==> src/rtl/mem_boot_seq.sv <==
module mem_boot_seq #(
  parameter int AW       = 15,
  parameter int DW       = 32,
  parameter int WARM_CYC = 2,
  parameter int RST_CYC  = 10,
  parameter int INIT_CYC = 128
) (
  input  logic          clk,
  input  logic          sys_rst_n,
  input  logic          host_req,
  input  logic          host_we,
  input  logic [AW-1:0] host_addr,
  input  logic [DW-1:0] host_wdata,
  input  logic [DW/8-1:0] host_be,
  output logic          host_ready,
  output logic          mem_rst_n,
  output logic          mem_rd_n,
  output logic          mem_wr_n,
  output logic [AW-1:0] mem_addr,
  output logic [DW-1:0] mem_din,
  output logic [DW/8-1:0] mem_be_n
);
  localparam int MAXC = (INIT_CYC > RST_CYC) ? ((INIT_CYC > WARM_CYC) ? INIT_CYC : WARM_CYC)
                                             : ((RST_CYC > WARM_CYC) ? RST_CYC : WARM_CYC);
  localparam int CW = $clog2(MAXC + 1);

  typedef enum logic [1:0] {S_WARM, S_RST, S_INIT, S_RDY} state_t;
  state_t state;
  logic [CW-1:0] cnt;

  always_ff @(posedge clk or negedge sys_rst_n) begin
    if (!sys_rst_n) begin
      state <= S_WARM;
      cnt   <= '0;
    end else begin
      case (state)
        S_WARM: if (cnt == CW'(WARM_CYC - 1)) begin state <= S_RST;  cnt <= '0; end
                else cnt <= cnt + 1'b1;
        S_RST:  if (cnt == CW'(RST_CYC - 1))  begin state <= S_INIT; cnt <= '0; end
                else cnt <= cnt + 1'b1;
        S_INIT: if (cnt == CW'(INIT_CYC - 1)) begin state <= S_RDY;  cnt <= '0; end
                else cnt <= cnt + 1'b1;
        default: cnt <= '0;
      endcase
    end
  end

  logic go;
  assign host_ready = (state == S_RDY);
  assign mem_rst_n  = (state != S_RST);
  assign go         = host_ready && host_req;
  assign mem_rd_n   = !(go && !host_we);
  assign mem_wr_n   = !(go && host_we);
  assign mem_addr   = host_addr;
  assign mem_din    = host_wdata;
  assign mem_be_n   = ~host_be;
endmodule

==> config.mk <==
export PLATFORM = sky130hd
export DESIGN_NAME = mem_boot_seq
export DESIGN_NICKNAME = d
export VERILOG_FILES = /design/src/rtl/mem_boot_seq.sv
export SDC_FILE = /design/constraint.sdc
export NUM_CORES = 1
export LEC_CHECK = 0
export BUFFER_PORTS_ARGS = -buffer_cell sky130_fd_sc_hd__buf_2
export CORE_AREA = 10 10 66 68
export DETAILED_ROUTE_END_ITERATION = 7
export DIE_AREA = 0 0 76 78
export PLACE_DENSITY_LB_ADDON = 0.25
export SYNTH_ARGS = -nofsm -noshare
export SYNTH_HDL_FRONTEND = slang
export SYNTH_SLANG_ARGS = --single-unit
==> constraint.sdc <==
create_clock -name clk -period 2.05 [get_ports clk]
set_input_delay 0.5125 -clock clk [delete_from_list [all_inputs] [get_ports clk]]
set_output_delay 0.5125 -clock clk [all_outputs]
set_load 0.02 [all_outputs]
# Word-level counts from Yosys, hierarchy flattened
# Cells that the tools add are included.
[classes]
addsub = 1
multipliers = 0
div_mod_pow = 0
n_lt_le_gt_ge = 0
eq_ne = 10
shift = 0
n_mux = 8
bitwise_logic = 1
n_reduce_logical = 9
[ops]
columns = ["cell", "n"]
rows = [
  ["2-to-1 mux 8 bit", 3],
  ["one-hot mux 8 bit (3 select lines)", 1],
  ["adder 8 x 1 -> 8 bit, second input constant", 1],
  ["== test 8 x 1 -> 1 bit, second input constant", 1],
  ["== test 8 x 4 -> 1 bit, second input constant", 1],
  ["== test 8 x 7 -> 1 bit, second input constant", 1],
  ["2-to-1 mux 2 bit", 3],
  ["!= test 2 bit, second input constant", 3],
  ["one-hot mux 2 bit (3 select lines)", 1],
  ["== test 2 bit, second input constant", 2],
  ["inverter 4 bit", 1],
  ["AND reduction 4 bit", 1],
  ["logical AND 1 bit", 3],
  ["zero test 1 bit", 3],
  ["nonzero test 3 bit", 1],
  ["== test 2 x 1 -> 1 bit, second input constant", 1],
  ["zero test 2 bit", 1],
  ["!= test 2 x 1 -> 1 bit, second input constant", 1],
]
[word_totals]
ff_bits = 10
latchBits = 0
ram_bits = 0
romBits = 0
in_bits = 55
n_memories = 0

# Longest topological paths before layout
# Gate-level depths: netlist of the first run.
[logic_depth]
depth_word = 4
mapped_depth = 6
mapped_depth_nobuf = 6

# Least setup slack after synthesis of the first run
# No wires, ideal clock.
[synth_timing]
kind = "reg2reg"
startpoint = "register state[0]"
endpoint = "register state[1]"
setup_ns = 0.128
arrival_time_ns = 1.709
required_time_ns = 1.922
slack_ns = 0.214
path_stages_with_launch = 7
path_buffers = 0
path_cell_list = "dfrtp_1 -> inv_1 -> ha_1 -> nor4b_1 -> nand2_1 -> a221oi_2 -> mux2_1"
[synth_via]
elab_chain_cells = 3
word_cells_on_any_way = 9
cone_classes = "5 x eq/ne; 1 x mux; 3 x reduce/logical"
[synth_rtl]
columns = ["item", "line", "text"]
rows = [
  ["start, declared", "28", "state_t state;"],
  ["start signal, assigned", "33", "state <= S_WARM;"],
  ["start signal, assigned", "37", "S_WARM: if (cnt == CW'(WARM_CYC - 1)) begin state <= S_RST; cnt <= '0; end"],
  ["start signal, assigned", "39", "S_RST: if (cnt == CW'(RST_CYC - 1)) begin state <= S_INIT; cnt <= '0; end"],
  ["== test 2 bit (tied with other cells)", "36", "case (state)"],
  ["!= test 2 bit (no line) / nonzero test 3 bit (equally long branches)", "n/a", ""],
  ["AND reduction 4 bit (no line)", "n/a", ""],
]
# Parallel ways exist; a longest one is shown, timed or not.
# A chain may end at the register's enable or synchronous reset.

# Final worst setup path of the first run
# Same ends and word-level chain as after synthesis.

==> results of run 1 <==
[routing by layer]
layer  track usage, %  wire (um)  up-vias
met1             5.41        630      263
li1                 -          -      255
met4             1.70         55        0
met5                0          0        -
met3             3.80        208       16
met2             7.65        681       32
[stage by stage]
| stage | utilization (%) | power [mW] | hold slack, ns | setup WS, ns |
|---|---|---|---|---|
| 6_report | 26.4 | 0.395 | 0.103 | 0.139 |
| 5_1_grt | 26.4 | 0.424 | 0.0987 | 0.00694 |
| 4_1_cts | 26.2 | 0.403 | 0.0961 | 0.0556 |
| 3_5_place_dp | 25.1 | 0.223 | 0.389 | 0.0709 |
| 3_3_place_gp | 25.1 | 0.223 | 0.386 | 0.116 |
| 2_1_floorplan | - | 0.342 | 0.217 | 0.214 |
[registers in the layout, summed over array words and instances (netlist names)]
signal,cells
cnt,8
state,2
[cell usage in the layout (no fill, tap or decap), drive strengths merged, types with 2 or more instances in the layout]
cell type and n:
ha 8, a21oi 2, nor4b 2, nand2 2, xor2 5, dfrtp 10, inv 9, clkbuf 4
buf 18, nor2 9, nand3 4
[power breakdown]
group          switching, mW  internal, mW
Sequential                 0         0.197
Clock                 0.0681         0.108
Combinational         0.0132       0.00824
[worst max-delay path: stages (launching register included)]
cell and delay (ns):
dfrtp_1 0.42, inv_1 0.10, ha_1 0.24, nor4b_2 0.26, nand2_1 0.10, a221oi_2 0.32
mux2_1 0.35
[worst paths after layout]
path	startpoint	end	slack [ns]	depth (start not counted)
max	state[0]	state[1]	0.14	6
min	sys_rst_n	cnt[7]	0.10	1
max reg2reg	state[0]	state[1]	0.14	6
min reg2reg	cnt[0]	cnt[1]	0.55	2
max in group asynchronous	sys_rst_n	cnt[4]	1.75	1
min in group clk	cnt[0]	cnt[1]	0.55	2
[logic make-up after synthesis]
family,share of synthesized area (%)
adder cells (fa/ha/maj),10.1
XOR/XNOR,5.28
flip-flops,25.1
buffers and inverters,38.8
AO/OA/AOI/OAI,3.39
multiplexers,2.14
AND/OR/NAND/NOR,15.2
[repair_timing]
action,in CTS,in global routing
resized for setup,0,1
endpoints found under the setup margin,0,1
endpoints found under the hold margin,0,0
[cell type report]
| cell class | count | share of cell area [%] |
|---|---|---|
| sequential | 10 | 29.8 |
| clock buffer | 4 | 4.32 |
| timing repair buffer | 18 | 11.6 |
| multi-input combinational | 44 | 43.5 |
| inverter | 9 | 4.02 |
| tap | 46 | 6.85 |
==> results.rst, run 1 <==
.. list-table::
   :header-rows: 1

   * - Metric
     - Value
   * - Timing-limited maximum frequency
     - 0.523 GHz
   * - Final count of hold timing violations
     - 0
   * - Sort of element at the end of the critical path
     - register
   * - Cell types occupying the most area after synthesis
     - buf_4 35%, dfrtp_1 25%, ha_1 10%
   * - Synth Instances
     - 110
   * - Number of nets produced by synthesis
     - 173
   * - Number of max-cap violations
     - 0
   * - Clock buffer count from CTS
     - 3
   * - Site Rows
     - 21
   * - Type of origin of the critical path
     - register
   * - Clk root buf
     - clkbuf_4
   * - Critical path required time
     - 2.20 ns
   * - Total global-route track usage
     - 5.09%
   * - Pin count of the biggest net entering global routing
     - 11
   * - Post-route DRC violation count
     - 0
   * - Number of pins exceeding their max-slew limit in the final report
     - 0
   * - Last weighted congestion value of the routability-driven placer
     - 0.704
   * - Ys async rst share
     - 100%
   * - Share of the synthesized area in the top cell type
     - 35.4%
   * - Outcome
     - complete, no violations
   * - Min cycle time layout
     - 1.91 ns
   * - Count of routing violations after the opening detailed-route iteration
     - 9
   * - IO Port Bufs
     - 15
   * - Number of library cell types mapped by synthesis
     - 23
   * - Average routed wire per standard cell
     - 12.0 um
   * - Synthesized cell area
     - 996 um2
   * - Number of global-route vias before repair
     - 569
   * - # fillers
     - 359
   * - FF+latch count, synth
     - 10
   * - Number of sinks handled by clock tree synthesis
     - 10
   * - Placed cells
     - 127
   * - TritonCTS clock tree
     - built
   * - Transition at the pin with the smallest max-transition slack
     - 0.376 ns
   * - Drt pass-1 iters
     - 2
   * - Level count of the clock H-tree
     - 1
   * - Reported leakage power
     - 0.422 nW
   * - Antenna violations before repair
     - 0
   * - Ant. Diodes
     - 0
   * - Endpoints failing setup
     - 0
   * - Clock tree buffer depth
     - 2
   * - Count of vias placed by the detailed router
     - 566
   * - Most frequent cell after synthesis
     - buf_4
   * - Dominant register cell in the synthesized netlist
     - dfrtp_1
   * - Overflow after GRT
     - 0
   * - Net total in the final layout
     - 149
   * - Final std cells w/o fill
     - 131
   * - Pwr Density
     - 469 nW/um2
   * - Hold buffers post-CTS
     - 0
   * - Highest net fanout along the worst path
     - 5
   * - Average cell area after synthesis
     - 9.05 um2
   * - Clk slew on worst S/H paths
     - 0.07 ns
   * - WL final
     - 1580 um
   * - EDFF count, synth
     - 0
   * - Post-DP HPWL
     - 1290 um
   * - Final worst-path cycle share
     - 93.2%
   * - Hold WC Path Type
     - in2async
   * - Type of the worst setup path
     - reg2reg
   * - Post-route antenna net violation count
     - 0
   * - Synth Warn #
     - 0
   * - Peak ir drop on the vdd network
     - 0.000338 V
   * - I/O pin count
     - 110
   * - Top cells by count, synth
     - 47 x buf_4, 10 x dfrtp_1, 9 x inv_1, 9 x nor2_1, 8 x ha_1
   * - Relative slew slack
     - 74.8%
   * - Area grow syn2layout
     - -15.6%
   * - Cell area after placement
     - 798 um2
   * - Non-Filler Cell Area, Final
     - 841 um2
   * - Detailed-route vias per instance
     - 4.32
   * - Unrepaired setup endpoints after global routing
     - false
   * - Post-Route Setup TNS
     - 0 ns
   * - Sequential share of the synthesized area
     - 25.1%
   * - Die Footprint
     - 5930 um2
   * - Sequential cell area
     - 250 um2
   * - CP arrival
     - 2.06 ns
   * - Vertical die dimension
     - 78 um
   * - Core ar.
     - 3180 um2
   * - Final worst clock skew
     - 0.00121 ns
   * - Post-CTS setup buffers
     - 0
   * - Effective utilization at floorplan
     - 31.3%
   * - Clock latency of the later-clocked register in the worst-skew pair
     - 0.26 ns
   * - Multi-input gate area
     - 365 um2
   * - Share of final-layout standard cells stronger than drive strength 1
     - 31.8%
   * - Wire length of the first global-routing pass
     - 2600 um
   * - Cell accounting for the most synthesized area
     - buf_4
   * - Die width
     - 76 um
Note: power is estimated with default switching activity, not from simulation.
==> run 2, diff against run 1 <==
--- a/config.mk
+++ b/config.mk
@@ -5,6 +5,7 @@
 export SDC_FILE = /design/constraint.sdc
 export NUM_CORES = 1
 export LEC_CHECK = 0
+export ABC_AREA = 1
 export BUFFER_PORTS_ARGS = -buffer_cell sky130_fd_sc_hd__buf_2
 export CORE_AREA = 10 10 66 68
 export DETAILED_ROUTE_END_ITERATION = 7
==> run 2 against run 1 <==
Core utilization decreased by 0.94 points. Sequential power barely moved. Combinational power hardly changed. Final cell count increased by 14%. Count of clock-buffer cells in the layout decreased by 1. Global-route usage rose by 1.1 points. Design area shrank 3.6%. Synthesized cell count increased by 20%. Non-clock buffer count down 3. Sequential share of layout area rose by 1.1 points.
==> results.rst, run 2 <==
.. list-table::
   :header-rows: 1

   * - Metric
     - Value
   * - Outcome
     - complete, no violations
   * - Timing-limited maximum frequency
     - 0.575 GHz (+10%)
   * - Met3 usage
     - 3.80% (unchanged)
   * - Number of nets produced by synthesis
     - 195 (+13%)
   * - Flip-flop count of the largest register, all copies and words added
     - 8 (unchanged)
   * - Non-Filler Cell Area, Final
     - 811 um2 (-3.6%)
   * - I/O pin count
     - 110 (unchanged)
   * - CP arrival
     - 1.23 ns (-0.83 ns)
   * - Number of global-route vias before repair
     - 641 (+13%)
   * - Post-DP HPWL
     - 1510 um (+17%)
   * - Level count of the clock H-tree
     - 1 (unchanged)
   * - Count of routing violations after the opening detailed-route iteration
     - 4 (-5)
   * - Setup slack after layout
     - 0.312 ns (+0.173 ns)
   * - Clock latency of the later-clocked register in the worst-skew pair
     - 0.27 ns (about the same)
   * - Internal cell power
     - 0.273 mW (-13%)
   * - Type of the worst setup path
     - reg2out
   * - Wire length of the first global-routing pass
     - 2980 um (+15%)
   * - Sequential share of the synthesized area
     - 24.8% (-0.31 points)
   * - Worst Hold Slack
     - 0.0880 ns (-0.0147 ns)
   * - Effective utilization at floorplan
     - 31.7% (+0.39 points)
   * - Top cells by count, synth
     - 47 x buf_4, 21 x nand2_1, 17 x inv_1
   * - Post-CTS setup buffers
     - 0 (unchanged)
   * - Gate family responsible for the most delay along the worst path
     - flip-flops
   * - Synth Warn #
     - 0 (unchanged)
   * - P_sw
     - 0.0825 mW (+1.4%)
   * - Clock tree buffer depth
     - 2 (unchanged)
   * - Clk root buf
     - clkbuf_4
   * - Number of sinks handled by clock tree synthesis
     - 10 (unchanged)
   * - Top cell by count, worst path
     - inv_1
   * - CP max stage delay
     - 0.42 ns (about the same)
   * - Most frequent cell after synthesis
     - buf_4
   * - WL final
     - 1830 um (+16%)
   * - Cell types occupying the most area after synthesis
     - buf_4 35%, dfrtp_1 25%, ha_1 9.9%
   * - Final count of hold timing violations
     - 0 (unchanged)
   * - Average cell area after synthesis
     - 7.64 um2 (-16%)
   * - Clk slew on worst S/H paths
     - 0.07 ns (about the same)
   * - Number of max-cap violations
     - 0 (unchanged)
   * - Register with the most flip-flops
     - cnt
   * - Share of the synthesized area in the top cell type
     - 35.0% (-0.44 points)
   * - Critical path, cell by cell
     - inv_1, ha_1, inv_1, buf_2
   * - Post-route antenna net violation count
     - 0 (unchanged)
   * - Total global-route track usage
     - 6.14% (+1.1 points)
   * - Highest net fanout along the worst path
     - 5 (unchanged)
   * - FF+latch count, synth
     - 10 (unchanged)
   * - Ys async rst share
     - 100% (unchanged)
   * - Resize count post-CTS
     - 0 (unchanged)
   * - TritonCTS clock tree
     - built
   * - Detailed-route vias per instance
     - 4.02 (-7.0%)
   * - Last weighted congestion value of the routability-driven placer
     - 0.722 (+2.4%)
   * - Switching fraction of total power
     - 23.2% (+2.6 points)
   * - Final std cells w/o fill
     - 149 (+14%)
   * - Final worst-path cycle share
     - 84.8% (-8.5 points)
   * - Slowest cell on the critical path
     - dfrtp_1
   * - Clock buffer count from CTS
     - 3 (unchanged)
   * - Placed cells
     - 146 (+15%)
   * - Antenna violations before repair
     - 0 (unchanged)
   * - Met1 Track Usage GR
     - 6.09% (+0.68 points)
   * - Final worst clock skew
     - 0.0101 ns (+0.00884 ns)
   * - Gate power share
     - 6.0% (+0.6 points)
   * - Post-route DRC violation count
     - 0 (unchanged)
   * - Routing layer with the top usage in global route
     - met4
   * - Average routed wire per standard cell
     - 12.3 um (+2.0%)
   * - Final cell utilization of the core
     - 25.5% (-0.94 points)
   * - Synth Instances
     - 132 (+20%)
   * - Biggest regs
     - cnt: 8 flops, state: 2 flops
   * - Relative slew slack
     - 83.3% (+8.5 points)
   * - Hold WC Path Type
     - in2async
   * - Transition at the pin with the smallest max-transition slack
     - 0.249 ns (-0.127 ns)
   * - Overflow after GRT
     - 0 (unchanged)
   * - Pin count of the biggest net entering global routing
     - 11 (unchanged)
   * - Vertical die dimension
     - 78 um (unchanged)
   * - Pwr Density
     - 439 nW/um2 (-6.5%)
   * - Type of origin of the critical path
     - register
   * - Reported leakage power
     - 0.434 nW (+2.8%)
   * - Number of library cell types mapped by synthesis
     - 13 (-43%)
   * - Ant. Diodes
     - 0 (unchanged)
   * - Post-layout power
     - 0.356 mW (-9.8%)
   * - Peak ir drop on the vdd network
     - 0.000218 V (-36%)
   * - # fillers
     - 359 (unchanged)
   * - Min cycle time layout
     - 1.74 ns (-0.173 ns)
   * - Number of pins exceeding their max-slew limit in the final report
     - 0 (unchanged)
   * - Die width
     - 76 um (unchanged)
   * - Dominant register cell in the synthesized netlist
     - dfrtp_1
   * - Count of vias placed by the detailed router
     - 599 (+5.8%)
   * - Drt pass-1 iters
     - 2 (unchanged)
   * - Worst setup slack after placement
     - 0.575 ns (+0.504 ns)
   * - Site Rows
     - 21 (unchanged)
   * - Unrepaired setup endpoints after global routing
     - false
   * - Leading cell type in the layout, fill and taps excluded
     - nand2_1
   * - Commonest cells after routing, fill and taps aside
     - 21 x nand2_1, 17 x inv_1, 15 x buf_2, 12 x nor2_1, 10 x dfrtp_1
   * - Sequential Power Share
     - 55.4% (+5.4 points)
   * - Global routing met2 resource utilization
     - 7.40% (-0.26 points)
   * - Endpoints failing setup
     - 0 (unchanged)
   * - Critical path required time
     - 1.54 ns (-0.66 ns)
   * - Cell area after placement
     - 788 um2 (-1.3%)
   * - Area grow syn2layout
     - -19.6%
   * - EDFF count, synth
     - 0 (unchanged)
   * - CP Buf/Inv Count
     - 3 (+2)
   * - Cell accounting for the most synthesized area
     - buf_4
   * - Share of final-layout standard cells stronger than drive strength 1
     - 19.4% (-12 points)
   * - Post-Route Setup TNS
     - 0 ns (unchanged)
   * - Sort of element at the end of the critical path
     - primary output
   * - Net total in the final layout
     - 168 (+13%)
   * - IO Port Bufs
     - 15 (unchanged)
   * - Share of power burned in the clock network
     - 38.6% (-6.0 points)
   * - Hold buffers post-CTS
     - 0 (unchanged)
   * - Synthesized cell area
     - 1010 um2 (+1.3%)
   * - Die Footprint
     - 5930 um2 (unchanged)
   * - Core ar.
     - 3180 um2 (unchanged)
run 2: area by class of cell:
cell class / instances / area (um2) / area share (%)
Sequential cell: 10 / 250 / 30.9
Clock buffer: 3 / 22.5 / 2.78
Inverter: 17 / 63.8 / 7.87
Multi-Input combinational cell: 58 / 342 / 42.1
Tap cell: 46 / 57.6 / 7.10
Timing Repair Buffer: 15 / 75.1 / 9.26
run 2: power by group through the flow:
stage / Sequential [mW] / Combinational (mW) / Clock, mW
2_1_floorplan: 0.201 / 0.141 / 0
3_3_place_gp: 0.201 / 0.0218 / 0
4_1_cts: 0.197 / 0.0223 / 0.146
6_report: 0.197 / 0.0213 / 0.137
5_1_grt: 0.197 / 0.0242 / 0.156
3_5_place_dp: 0.201 / 0.0222 / 0
run 2: cell families (layout without fill, tap and decap cells):
group                      Yosys count  count (layout)  share of synthesized area [%]
buffers and inverters               64              35                           41.3
and+or+nand+nor                     45              45                           19.6
DFF                                 10              10                           24.8
adders and majority gates            8               8                           9.93
xor gates and xnor gates             5               5                           4.34
run 2: final timing paths:
path                                start   endpoint  slack [ns]  depth (start not counted)
worst max register to register   state[0]     cnt[4]        0.57                         10
min in group clk                   cnt[0]     cnt[0]        0.49                          1
max in group asynchronous       sys_rst_n     cnt[4]        1.76                          1
worst max-delay path             state[1]  mem_rst_n        0.31                          4
worst min register to register     cnt[0]     cnt[0]        0.49                          1
worst min-delay path            sys_rst_n     cnt[3]        0.09                          1
run 2: per-layer routing:
| layer | routed length, um | vias to the layer above | part of all wire (%) |
|---|---|---|---|
| li1 | - | 288 | - |
| met5 | 0 | - | 0 |
| met2 | 678 | 35 | 37 |
| met3 | 257 | 30 | 14 |
| met4 | 209 | 0 | 11 |
| met1 | 683 | 246 | 37 |
run 2: worst reg2reg max path, delay by kind of cell, from the launching register on:
kind	cells	cell delay, ns
and+or+nand+nor	7	0.56
DFF	1	0.44
buffers and inverters	2	0.15
adders and majority gates	1	0.20
